--- config.mk ---
export PLATFORM = sky130hd
export DESIGN_NAME = nor_cmd_sequencer
export DESIGN_NICKNAME = d
export VERILOG_FILES = /design/src/rtl/nor_cmd_pkg.sv /design/src/rtl/nor_rst_sync.sv /design/src/rtl/nor_write_timer.sv /design/src/rtl/nor_cmd_rom.sv /design/src/rtl/nor_cmd_sequencer.sv
export SDC_FILE = /design/constraint.sdc
export NUM_CORES = 1
export LEC_CHECK = 0
export BUFFER_PORTS_ARGS = -buffer_cell sky130_fd_sc_hd__clkbuf_2
export CORE_AREA = 5 5 59 81
export CTS_CLUSTER_SIZE = 12
export DETAILED_ROUTE_END_ITERATION = 8
export DIE_AREA = 0 0 64 86
export PLACE_DENSITY = 0.84
export SLEW_MARGIN = 20
export SYNTH_ARGS = -nofsm -noshare
export SYNTH_HDL_FRONTEND = slang
export SYNTH_SLANG_ARGS = --single-unit
--- constraint.sdc ---
create_clock -name clk -period 2.25 [get_ports clk]
set_input_delay 0.45 -clock clk [delete_from_list [all_inputs] [get_ports clk]]
set_output_delay 0.45 -clock clk [all_outputs]
set_load 0.02 [all_outputs]
--- src/rtl/nor_cmd_pkg.sv ---
package nor_cmd_pkg;

  typedef enum logic [1:0] {
    OP_BLOCK  = 2'd0,
    OP_SECTOR = 2'd1,
    OP_QUERY  = 2'd2,
    OP_BAD    = 2'd3
  } op_e;

  typedef enum logic [1:0] {
    PH_IDLE  = 2'd0,
    PH_SETUP = 2'd1,
    PH_PULSE = 2'd2,
    PH_HOLD  = 2'd3
  } phase_e;

  typedef struct packed {
    op_e  op;
    logic narrow;
  } cmd_ctx_t;

  localparam logic [7:0] BYTE_KEY_A  = 8'hAA;
  localparam logic [7:0] BYTE_KEY_B  = 8'h55;
  localparam logic [7:0] BYTE_ARM    = 8'h80;
  localparam logic [7:0] BYTE_QUERY  = 8'h98;
  localparam logic [7:0] BYTE_OPC_LO = 8'h30;
  localparam logic [7:0] BYTE_OPC_HI = 8'h50;

  localparam logic [15:0] WIDE_KEY_ADDR_A   = 16'h5555;
  localparam logic [15:0] WIDE_KEY_ADDR_B   = 16'h2AAA;
  localparam logic [15:0] NARROW_KEY_ADDR_A = 16'h0555;
  localparam logic [15:0] NARROW_KEY_ADDR_B = 16'h02AA;

  localparam int BLOCK_LSB  = 16;
  localparam int SECTOR_LSB = 12;

  function automatic logic [2:0] seq_len(op_e op);
    return (op == OP_QUERY) ? 3'd3 : 3'd6;
  endfunction

endpackage

--- src/rtl/nor_rst_sync.sv ---
module nor_rst_sync (
  input  logic clk,
  input  logic rst_n,
  output logic rst_n_sync
);
  logic meta_q;

  always_ff @(posedge clk or negedge rst_n) begin
    if (!rst_n) begin
      meta_q     <= 1'b0;
      rst_n_sync <= 1'b0;
    end else begin
      meta_q     <= 1'b1;
      rst_n_sync <= meta_q;
    end
  end
endmodule

--- src/rtl/nor_write_timer.sv ---
module nor_write_timer
  import nor_cmd_pkg::*;
#(
  parameter int SETUP_CLKS = 2,
  parameter int PULSE_CLKS = 3
) (
  input  logic   clk,
  input  logic   rst_n,
  input  logic   start,
  output phase_e phase,
  output logic   cyc_end
);
  localparam int MAX_CLKS = (SETUP_CLKS > PULSE_CLKS) ? SETUP_CLKS : PULSE_CLKS;
  localparam int CNT_W    = $clog2(MAX_CLKS + 1);
  localparam logic [CNT_W-1:0] SETUP_LOAD = CNT_W'(SETUP_CLKS - 1);
  localparam logic [CNT_W-1:0] PULSE_LOAD = CNT_W'(PULSE_CLKS - 1);

  phase_e            phase_q, phase_d;
  logic [CNT_W-1:0]  cnt_q, cnt_d;
  logic              cnt_zero;

  assign cnt_zero = (cnt_q == '0);

  always_comb begin
    phase_d = phase_q;
    cnt_d   = cnt_q;
    unique case (phase_q)
      PH_IDLE: begin
        if (start) begin
          phase_d = PH_SETUP;
          cnt_d   = SETUP_LOAD;
        end
      end
      PH_SETUP: begin
        if (cnt_zero) begin
          phase_d = PH_PULSE;
          cnt_d   = PULSE_LOAD;
        end else begin
          cnt_d = cnt_q - 1'b1;
        end
      end
      PH_PULSE: begin
        if (cnt_zero) begin
          phase_d = PH_HOLD;
        end else begin
          cnt_d = cnt_q - 1'b1;
        end
      end
      PH_HOLD: begin
        if (start) begin
          phase_d = PH_SETUP;
          cnt_d   = SETUP_LOAD;
        end else begin
          phase_d = PH_IDLE;
        end
      end
      default: phase_d = PH_IDLE;
    endcase
  end

  always_ff @(posedge clk or negedge rst_n) begin
    if (!rst_n) begin
      phase_q <= PH_IDLE;
      cnt_q   <= '0;
    end else begin
      phase_q <= phase_d;
      cnt_q   <= cnt_d;
    end
  end

  assign phase   = phase_q;
  assign cyc_end = (phase_q == PH_HOLD);
endmodule

--- src/rtl/nor_cmd_rom.sv ---
module nor_cmd_rom
  import nor_cmd_pkg::*;
#(
  parameter int ADDR_W = 24,
  parameter int DATA_W = 16
) (
  input  cmd_ctx_t            ctx,
  input  logic [2:0]          step,
  input  logic [ADDR_W-1:0]   target,
  output logic [ADDR_W-1:0]   addr,
  output logic [DATA_W-1:0]   data,
  output logic                last
);
  localparam logic [ADDR_W-1:0] BLOCK_MASK  = {ADDR_W{1'b1}} << BLOCK_LSB;
  localparam logic [ADDR_W-1:0] SECTOR_MASK = {ADDR_W{1'b1}} << SECTOR_LSB;

  logic [ADDR_W-1:0] key_a, key_b, erase_addr;
  logic [7:0]        erase_opc, byte_out;

  always_comb begin
    key_a = ctx.narrow ? ADDR_W'(NARROW_KEY_ADDR_A) : ADDR_W'(WIDE_KEY_ADDR_A);
    key_b = ctx.narrow ? ADDR_W'(NARROW_KEY_ADDR_B) : ADDR_W'(WIDE_KEY_ADDR_B);
    erase_addr = (ctx.op == OP_BLOCK) ? (target & BLOCK_MASK) : (target & SECTOR_MASK);
    unique case ({ctx.narrow, ctx.op == OP_BLOCK})
      2'b01:   erase_opc = BYTE_OPC_HI;
      2'b00:   erase_opc = BYTE_OPC_LO;
      2'b11:   erase_opc = BYTE_OPC_LO;
      default: erase_opc = BYTE_OPC_HI;
    endcase
  end

  always_comb begin
    addr     = key_a;
    byte_out = BYTE_KEY_A;
    if (ctx.op == OP_QUERY) begin
      unique case (step)
        3'd0:    begin addr = key_a; byte_out = BYTE_KEY_A; end
        3'd1:    begin addr = key_b; byte_out = BYTE_KEY_B; end
        default: begin addr = key_a; byte_out = BYTE_QUERY; end
      endcase
    end else begin
      unique case (step)
        3'd0:    begin addr = key_a;      byte_out = BYTE_KEY_A; end
        3'd1:    begin addr = key_b;      byte_out = BYTE_KEY_B; end
        3'd2:    begin addr = key_a;      byte_out = BYTE_ARM;   end
        3'd3:    begin addr = key_a;      byte_out = BYTE_KEY_A; end
        3'd4:    begin addr = key_b;      byte_out = BYTE_KEY_B; end
        default: begin addr = erase_addr; byte_out = erase_opc;  end
      endcase
    end
  end

  generate
    if (DATA_W > 8) begin : g_pad
      assign data = {{(DATA_W-8){1'b0}}, byte_out};
    end else begin : g_nopad
      assign data = byte_out[DATA_W-1:0];
    end
  endgenerate

  assign last = (step == seq_len(ctx.op) - 3'd1);
endmodule

--- src/rtl/nor_cmd_sequencer.sv ---
module nor_cmd_sequencer
  import nor_cmd_pkg::*;
#(
  parameter int ADDR_W     = 24,
  parameter int DATA_W     = 16,
  parameter int SETUP_CLKS = 2,
  parameter int PULSE_CLKS = 3
) (
  input  logic              clk,
  input  logic              rst_n,
  input  logic              req_valid,
  input  logic [1:0]        req_op,
  input  logic              req_narrow,
  input  logic [ADDR_W-1:0] req_addr,
  output logic [ADDR_W-1:0] flash_addr,
  output logic [DATA_W-1:0] flash_data,
  output logic              flash_ce_n,
  output logic              flash_we_n,
  output logic              busy,
  output logic              done,
  output logic              req_err
);
  logic              rst_n_int;
  logic              run_q, run_d;
  cmd_ctx_t          ctx_q, ctx_d;
  logic [ADDR_W-1:0] tgt_q, tgt_d;
  logic [2:0]        step_q, step_d;
  logic              done_q, done_d;
  logic              err_q, err_d;
  logic              req_bad, accept, timer_start, cyc_end, last;
  phase_e            phase;
  logic [ADDR_W-1:0] rom_addr;
  logic [DATA_W-1:0] rom_data;

  nor_rst_sync i_rst_sync (
    .clk        (clk),
    .rst_n      (rst_n),
    .rst_n_sync (rst_n_int)
  );

  assign req_bad     = (req_op == OP_BAD);
  assign accept      = req_valid && !run_q && !req_bad;
  assign timer_start = accept || (run_q && cyc_end && !last);

  always_comb begin
    run_d  = run_q;
    ctx_d  = ctx_q;
    tgt_d  = tgt_q;
    step_d = step_q;
    if (accept) begin
      run_d      = 1'b1;
      ctx_d.op   = op_e'(req_op);
      ctx_d.narrow = req_narrow;
      tgt_d      = req_addr;
      step_d     = 3'd0;
    end else if (run_q && cyc_end) begin
      if (last) begin
        run_d = 1'b0;
      end else begin
        step_d = step_q + 3'd1;
      end
    end
    done_d = run_q && cyc_end && last;
    err_d  = req_valid && (run_q || req_bad);
  end

  always_ff @(posedge clk or negedge rst_n_int) begin
    if (!rst_n_int) begin
      run_q  <= 1'b0;
      ctx_q  <= '{op: OP_BLOCK, narrow: 1'b0};
      tgt_q  <= '0;
      step_q <= '0;
      done_q <= 1'b0;
      err_q  <= 1'b0;
    end else begin
      run_q  <= run_d;
      ctx_q  <= ctx_d;
      tgt_q  <= tgt_d;
      step_q <= step_d;
      done_q <= done_d;
      err_q  <= err_d;
    end
  end

  nor_write_timer #(
    .SETUP_CLKS (SETUP_CLKS),
    .PULSE_CLKS (PULSE_CLKS)
  ) i_timer (
    .clk     (clk),
    .rst_n   (rst_n_int),
    .start   (timer_start),
    .phase   (phase),
    .cyc_end (cyc_end)
  );

  nor_cmd_rom #(
    .ADDR_W (ADDR_W),
    .DATA_W (DATA_W)
  ) i_rom (
    .ctx    (ctx_q),
    .step   (step_q),
    .target (tgt_q),
    .addr   (rom_addr),
    .data   (rom_data),
    .last   (last)
  );

  assign flash_ce_n = (phase == PH_IDLE);
  assign flash_we_n = (phase != PH_PULSE);
  assign flash_addr = flash_ce_n ? '0 : rom_addr;
  assign flash_data = flash_ce_n ? '0 : rom_data;
  assign busy       = run_q;
  assign done       = done_q;
  assign req_err    = err_q;
endmodule

Word-level counts from Yosys, hierarchy flattened --
Cells that the tools add are included.
Word-level totals: register bits 39, input bits 30, logic and storage cells 86
Cells by class: add/subtract/negate cells 3, eq/ne operators 18, muxes and demuxes 27, reduce and logical (&&, ||, !) cells 27
Operator list (count):
- $mux W24 | 3
- $pmux W24 S2 | 1
- $pmux W8 S3 | 1
- $mux W16 | 1
- $mux W8 | 2
- $pmux W8 S2 | 1
- $mux W15 | 1
- $mux W14 | 1
- $mux W3 | 4
- $eq A2 B2 Y1 const B | 5
- $mux W2 | 5
- $logic_not A2 Y1 | 4
- $ne A2 B1 Y1 const B | 4
- $pmux W2 S4 | 1
- $reduce_or A2 Y1 | 4
- $mux W7 | 1
- $eq A3 B2 Y1 const B | 2
- $logic_and A1 B1 Y1 | 6
- $ne A2 B2 Y1 const B | 3
- $pmux W2 S3 | 1
- $reduce_and A2 Y1 | 3
- $mux W1 | 4
- $reduce_bool A2 Y1 | 2
- $add A3 B1 Y3 const B | 1
- 11 further kinds | 14

Longest topological paths before layout --
Gate-level depths: netlist of run 1.
word-level depth 9, mapped depth 8

By module --
From an unflattened synthesis of run 1, not the netlist that was laid out.
Second synthesis, totals: cell total of the unflattened synthesis 228, area total of the unflattened synthesis 2508.7 um2
Modules (own cells, without submodules):
- nor_cmd_sequencer | times used 1, cells an instance 126, area an instance 1630.3 um2, seq. area each 825.8 um2
- nor_cmd_rom | times used 1, cells an instance 67, area an instance 490.5 um2, seq. area each 0.0 um2
- nor_write_timer | times used 1, cells an instance 32, area an instance 334.1 um2, seq. area each 100.1 um2
- nor_rst_sync | times used 1, cells an instance 3, area an instance 53.8 um2, seq. area each 50.0 um2

Worst setup path after synthesis of run 1 --
OpenSTA, ideal clock, no wires.
path type register -> output, from register step_q[0], to output port flash_addr[13], data arrival time 2185 ps, required time 1800 ps, slack -385 ps, cell stages (with the launch flop) 8, cells stage by stage dfrtp_1 > clkbuf_1 > inv_1 > ha_1 > nand3_1 > a21oi_1 > nor2b_1 > a31o_2
Between the ends: word-level cells in the longest chain between the ends 5
Ends and longest elaborated chain:
- from (decl) | line nor_cmd_sequencer.sv:27 | logic [2:0] step_q, step_d;
- from (signal assigned) | line nor_cmd_sequencer.sv:79 | step_q <= step_d;
- $eq A3 B2 Y1 (tied with other cells) | line nor_cmd_rom.sv:42 | unique case (step)
- $reduce_or A3 Y1 (no source line) or $reduce_or A2 Y1 (tied branches)
- $pmux W24 S2 | line nor_cmd_rom.sv:42
- $mux W24 * | line nor_cmd_rom.sv:35 | if (ctx.op == OP_QUERY) begin
- $mux W24 * | line nor_cmd_sequencer.sv:110 | assign flash_addr = flash_ce_n ? '0 : rom_addr;
- to (decl) | line nor_cmd_sequencer.sv:15 | output logic [ADDR_W-1:0] flash_addr,
Mark *: on every way between the ends. The rest lies on a longest branch, timed or not.

Final worst setup path of run 1 --
from register step_q[1], to output port flash_addr[23]
Between the ends: word-level cells in the longest chain between the ends 5
Ends and longest elaborated chain (line):
- $eq A3 B2 Y1 (tied with other cells) | nor_cmd_rom.sv:42
- $reduce_or A3 Y1 (no source line) or $reduce_or A2 Y1 (tied branches)
- $pmux W24 S2 * | nor_cmd_rom.sv:42
- $mux W24 * | nor_cmd_rom.sv:35
- $mux W24 * | nor_cmd_sequencer.sv:110
Marks and branches as above.

==> results.cfg, run 1 <==
[status]
status = complete, but fails checks
violations = negative setup slack

[synth]
synth_edf_count = 0
avgSynthCellArea_um2 = 8.50
ys_types = 38
syn_inst = 215
yosys_register_bits = 27
async_reset_ff_frac = 1.00
netlist_area_mm2 = 0.00183
seq_area_frac_synth = 0.370
yosys_warnings = 0
ys.flop_type = dfrtp_1

[min_path]
hold_path_class = reg -> async

[die]
core_mm2 = 0.00395
dieArea_mm2 = 0.00550
rows = 27
start_util = 0.462
fp.dieH_um = 86
io_pins = 75
dieWidth_um = 64

[placement]
gp_congestion = 0.856
placed_cell_area_mm2 = 0.00210
dp.cells = 304
pre_cts_slack_ns = 0.0651
hpwlAfterDp_um = 3120
io_buffers = 54

[clocking]
cts_tree = done
clock_sinks = 27
clkTransAtPathRegs_ns = 0.09
cts_buffer_depth = 2
root_buffer = clkbuf_8
tritoncts.num_buffers = 3
htree_levels = 1
clock_latency_ns = 0.28

[worst_setup_path]
crit_chain = inv_4, ha_4, nor3b_2, o21ai_2, nor2_4, buf_6, and3_4, buf_8
cp_data_required_time_ns = 1.80
r2r_end = i_timer.phase[1]
rrSetupSlack_ns = 0.16
worstSetupPathType = reg -> out
slowest_delay_ns = 0.47
ff2ff_path_depth = 7
critical_path.max_fanout = 5
cp.arrival_ns = 1.88
r2r_start = step_q[0]
end_kind = primary output
cp_slowest_cell = dfrtp_2
critPathLaunchType = flop

[power]
leakagePower_nw = 1.30
irDropWorstVdd_mv = 0.511
p_total_mw = 1.01
pwr_density_cell_mw_per_mm2 = 388

[finish]
fin_util = 0.661
antennaDiodeCount = 0
area_delta_synth_final_pct = 43.0
fin_area_mm2 = 0.00261
final_common_cell = nand2_1
finalNonFillerCells = 325
final_cell_mix = nand2_1, clkbuf_2, buf_4
drive_gt1_frac = 0.496
num-nets-final = 325

[global_routing]
grt_usage = 0.170
grt_pass1_wl_um = 7530
grt_overflow = 0
antenna_found_initial = 0
grt_max_degree = 26
first_global_vias = 1699

[sta]
fmax_mhz = 430
fin_ws_ns = -0.0780
finalHoldViolations = 0
finalSetupViolCount = 14
hold-worst-slack_ns = 0.233
maxSlewViolCount = 0
finalCritPeriodShare = 1.03
skew_ns = 0.000877
tns_ns = -0.769
finalCriticalPeriod_ns = 2.33
rsz0062_at_grt = true

[route]
drc_errors = 0
routed_wl_um = 5030
drt-initial-drc-count = 102
via_per_inst = 5.34
routedWlPerCell_um = 15.5
antenna_left = 0
num_vias = 1734
first_pass_iters = 6

[job]
maxCapViolations = 0
==> cell families after synthesis <==
group           after synthesis  synth area share
fa+ha+maj                    12            0.0822
compound gates               32             0.124
simple gates                 97             0.247
xor+xnor                      1           0.00480
mux                           7            0.0425
flops                        27             0.370
buf+inv                      37             0.125
other cells                   2           0.00411
==> cell type report <==
| class | instances | area, um^2 |
|---|---|---|
| tap | 43 | 53.8 |
| multi-input combinational | 158 | 1160 |
| clock inverter | 1 | 8.76 |
| sequential | 27 | 678 |
| fill | 275 | 1340 |
| clock buffer | 3 | 41.3 |
| timing repair buffer | 84 | 631 |
| inverter | 9 | 38.8 |
==> Yosys cell counts, drive strengths merged (2+ instances only) <==
cell	number	area, um^2
conb	2	7.51
nor2	18	67.6
dfrtp	27	676
o22ai	3	25.0
nand2b	2	20.0
a21oi	13	65.1
inv	9	33.8
nor3	5	25.0
nand2	50	188
buf	22	173
nor2b	5	31.3
clkbuf	6	22.5
ha	12	150
a211oi	4	30.0
mux2	3	37.5
and3	10	62.6
mux2i	4	40.0
o21ai	5	25.0
==> how the worst max path moves through the flow <==
stage / startpoint / end / slack, ns
floorplan: step_q[0] / flash_addr[13] / -0.23
global placement: step_q[0] / flash_addr[15] / 0.08
detailed placement: step_q[0] / flash_addr[21] / 0.07
CTS: step_q[0] / flash_addr[17] / -0.07
global route: step_q[1] / flash_addr[21] / -0.16
finish: step_q[1] / flash_addr[23] / -0.08
==> sequential cells by signal (all words and copies together), names as in the netlist <==
name	flops
tgt_q	12
ctx_q	3
step_q	3
i_timer.cnt_q	2
i_timer.phase	2
busy	1
done	1
i_rst_sync.meta_q	1
i_rst_sync.rst_n_sync	1
req_err	1
==> power breakdown <==
| group | internal (mW) | total (mW) | switching (mW) | leakage [nW] |
|---|---|---|---|---|
| clock network | 0.130 | 0.290 | 0.159 | 0.0261 |
| registers | 0.505 | 0.525 | 0.0199 | 0.332 |
| logic | 0.0877 | 0.198 | 0.110 | 0.939 |
==> routing by layer <==
| layer | vias to the layer above | share of wire | wire length [um] | track usage |
|---|---|---|---|---|
| li1 | 823 | - | - | - |
| met1 | 821 | 0.38 | 1930 | 0.190 |
| met2 | 71 | 0.52 | 2590 | 0.302 |
| met3 | 19 | 0.058 | 291 | 0.0262 |
| met4 | 0 | 0.041 | 206 | 0.0926 |
| met5 | - | 0 | 0 | 0 |
==> critical path: cells and delay by family (launching register included) <==
kind / cells / cell delay, ns
buffers and inverters: 3 / 0.32
AND/OR/NAND/NOR: 3 / 0.52
flip-flops: 1 / 0.47
AO/OA/AOI/OAI: 1 / 0.12
adder cells (fa/ha/maj): 1 / 0.17
==> timing repair <==
action | CTS | global route
hold buffers | 1 | 0
pin swaps | 12 | 17
hold endpoints to repair | 2 | 0
setup buffers | 7 | 8
setup endpoints to repair | 29 | 30
gates resized for setup | 54 | 48
cloned | 1 | 0
Power figures use the tool's default switching activity.
==> run 2, diff against run 1 <==
--- a/config.mk
+++ b/config.mk
@@ -6,11 +6,11 @@
 export NUM_CORES = 1
 export LEC_CHECK = 0
 export BUFFER_PORTS_ARGS = -buffer_cell sky130_fd_sc_hd__clkbuf_2
-export CORE_AREA = 5 5 59 81
+export CORE_AREA = 5 5 60 84
 export CTS_CLUSTER_SIZE = 12
 export DETAILED_ROUTE_END_ITERATION = 8
-export DIE_AREA = 0 0 64 86
-export PLACE_DENSITY = 0.84
+export DIE_AREA = 0 0 65 89
+export PLACE_DENSITY = 0.81
 export SLEW_MARGIN = 20
 export SYNTH_ARGS = -nofsm -noshare
 export SYNTH_HDL_FRONTEND = slang
==> run 2 against run 1 <==
Effect of this change:
- final cell count is 0.62% lower
- via count is 2.6% lower
- clock power is 1% lower
- critical path depth is 1 higher
- setup slack worse by 0.010 ns
- global-route usage is 0.97 points lower
- first-iteration DRC count is 39% lower
- the run still ends with negative setup slack left
- cell area is 1.7% higher
- die area is 5.1% higher
- sequential power hardly changed
==> results.cfg, run 2 (synthesis results as in run 1) <==
[route]
drt-initial-drc-count = 62
first_pass_iters = 4
routed_wl_um = 4820
antenna_left = 0
via_per_inst = 5.23
num_vias = 1689
routedWlPerCell_um = 14.9
drc_errors = 0

[status]
status = complete, but fails checks
violations = negative setup slack

[die]
dieArea_mm2 = 0.00579
fp.dieH_um = 89
core_mm2 = 0.00417
start_util = 0.438
io_pins = 75
rows = 28
dieWidth_um = 65

[worst_setup_path]
slowest_delay_ns = 0.51
critPathLaunchType = flop
cp_slowest_cell = dfrtp_2
worstSetupPathType = reg -> out
rrSetupSlack_ns = 0.12
critical_path.max_fanout = 6
r2r_start = step_q[0]
cp_data_required_time_ns = 1.80
cp.arrival_ns = 1.89
end_kind = primary output
cp-startpoint = step_q[0]
crit_chain = inv_4, ha_4, nor2_4, o22a_4, a21oi_2, buf_4, a21oi_2, nor2_1, buf_4

[finish]
area_delta_synth_final_pct = 45.5
largest_registers = tgt_q: 12 flops, ctx_q: 3 flops, step_q: 3 flops
registers.top_by_ff_count = tgt_q
final_cell_mix = nand2_1, buf_4, clkbuf_2
num-nets-final = 321
antennaDiodeCount = 0
finalNonFillerCells = 323
largest_reg_flops = 12
final_common_cell = nand2_1
drive_gt1_frac = 0.514
fin_util = 0.637

[clocking]
clock_latency_ns = 0.27
htree_levels = 1
root_buffer = clkbuf_8
cts_buffer_depth = 2
tritoncts.num_buffers = 3
cts_tree = done
clock_sinks = 27
clkTransAtPathRegs_ns = 0.10

[placement]
gp_congestion = 0.818
dp.cells = 305
io_buffers = 54
pre_cts_slack_ns = 0.0778
hpwlAfterDp_um = 3050

[power]
p_total_mw = 1.03
leakagePower_nw = 1.30
irDropWorstVdd_mv = 0.345
pwr_density_cell_mw_per_mm2 = 386

[job]
maxCapViolations = 0

[global_routing]
grt_max_degree = 26
grt_pass1_wl_um = 7450
first_global_vias = 1664
grt_overflow = 0
grt_usage = 0.161
antenna_found_initial = 0

[sta]
finalHoldViolations = 0
finalSetupViolCount = 17
maxSlewViolCount = 0
fin_ws_ns = -0.0880
rsz0062_at_grt = true
skew_ns = 0.0117
fmax_mhz = 428
finalCritPeriodShare = 1.04
finalCriticalPeriod_ns = 2.34

[min_path]
hold_path_class = reg -> async
## run 2: stage by stage
step	cell area (um^2)	hold WS [ns]	setup TNS (ns)
floorplan	1870	0.154	-0.383
global placement	2090	0.232	0
detailed placement	2090	0.237	0
CTS	2430	0.245	-0.890
global route	2660	0.282	-2.27
finish	2660	0.231	-0.749
## run 2: repair_timing
action,CTS,global route
endpoints found under the setup margin,30,30
hold endpoints to repair,2,0
pin swaps,12,13
setup buffers,9,3
cloned,1,0
gates resized for setup,56,77
hold buffers,1,0
## run 2: worst paths after layout
| kind | cells after the start | endpoint |
|---|---|---|
| min in group clk | 3 | tgt_q[19] |
| max in group asynchronous | 2 | i_rst_sync.meta_q |
| max | 9 | flash_data[1] |
| min | 1 | tgt_q[16] |
| max reg2reg | 6 | i_timer.phase[1] |
| min reg2reg | 1 | tgt_q[16] |
## run 2: routing by layer
metal / part of all wire / GRT usage / vias up
met5: 0 / 0 / -
met1: 0.40 / 0.194 / 805
met2: 0.52 / 0.284 / 64
met3: 0.049 / 0.0226 / 11
met4: 0.028 / 0.0692 / 0
li1: - / - / 809
## run 2: power breakdown
part / switching (mW) / internal, mW
Sequential: 0.0221 / 0.505
Combinational: 0.117 / 0.0947
Clock: 0.156 / 0.130
## run 2: layout make-up
type	instances	area, um^2
clock buffer	3	41.3
clock inverter	1	8.76
fill	311	1510
inverter	9	38.8
multi-input combinational	158	1230
sequential	27	679
tap	45	56.3
timing repair buffer	80	606
## run 2: worst max-delay path: cells and delay by family, from the launching register on
kind,cells,cell delay [ns]
buffers and inverters,3,0.40
AO/OA/AOI/OAI,3,0.38
flip-flops,1,0.51
AND/OR/NAND/NOR,2,0.16
adder cells (fa/ha/maj),1,0.16
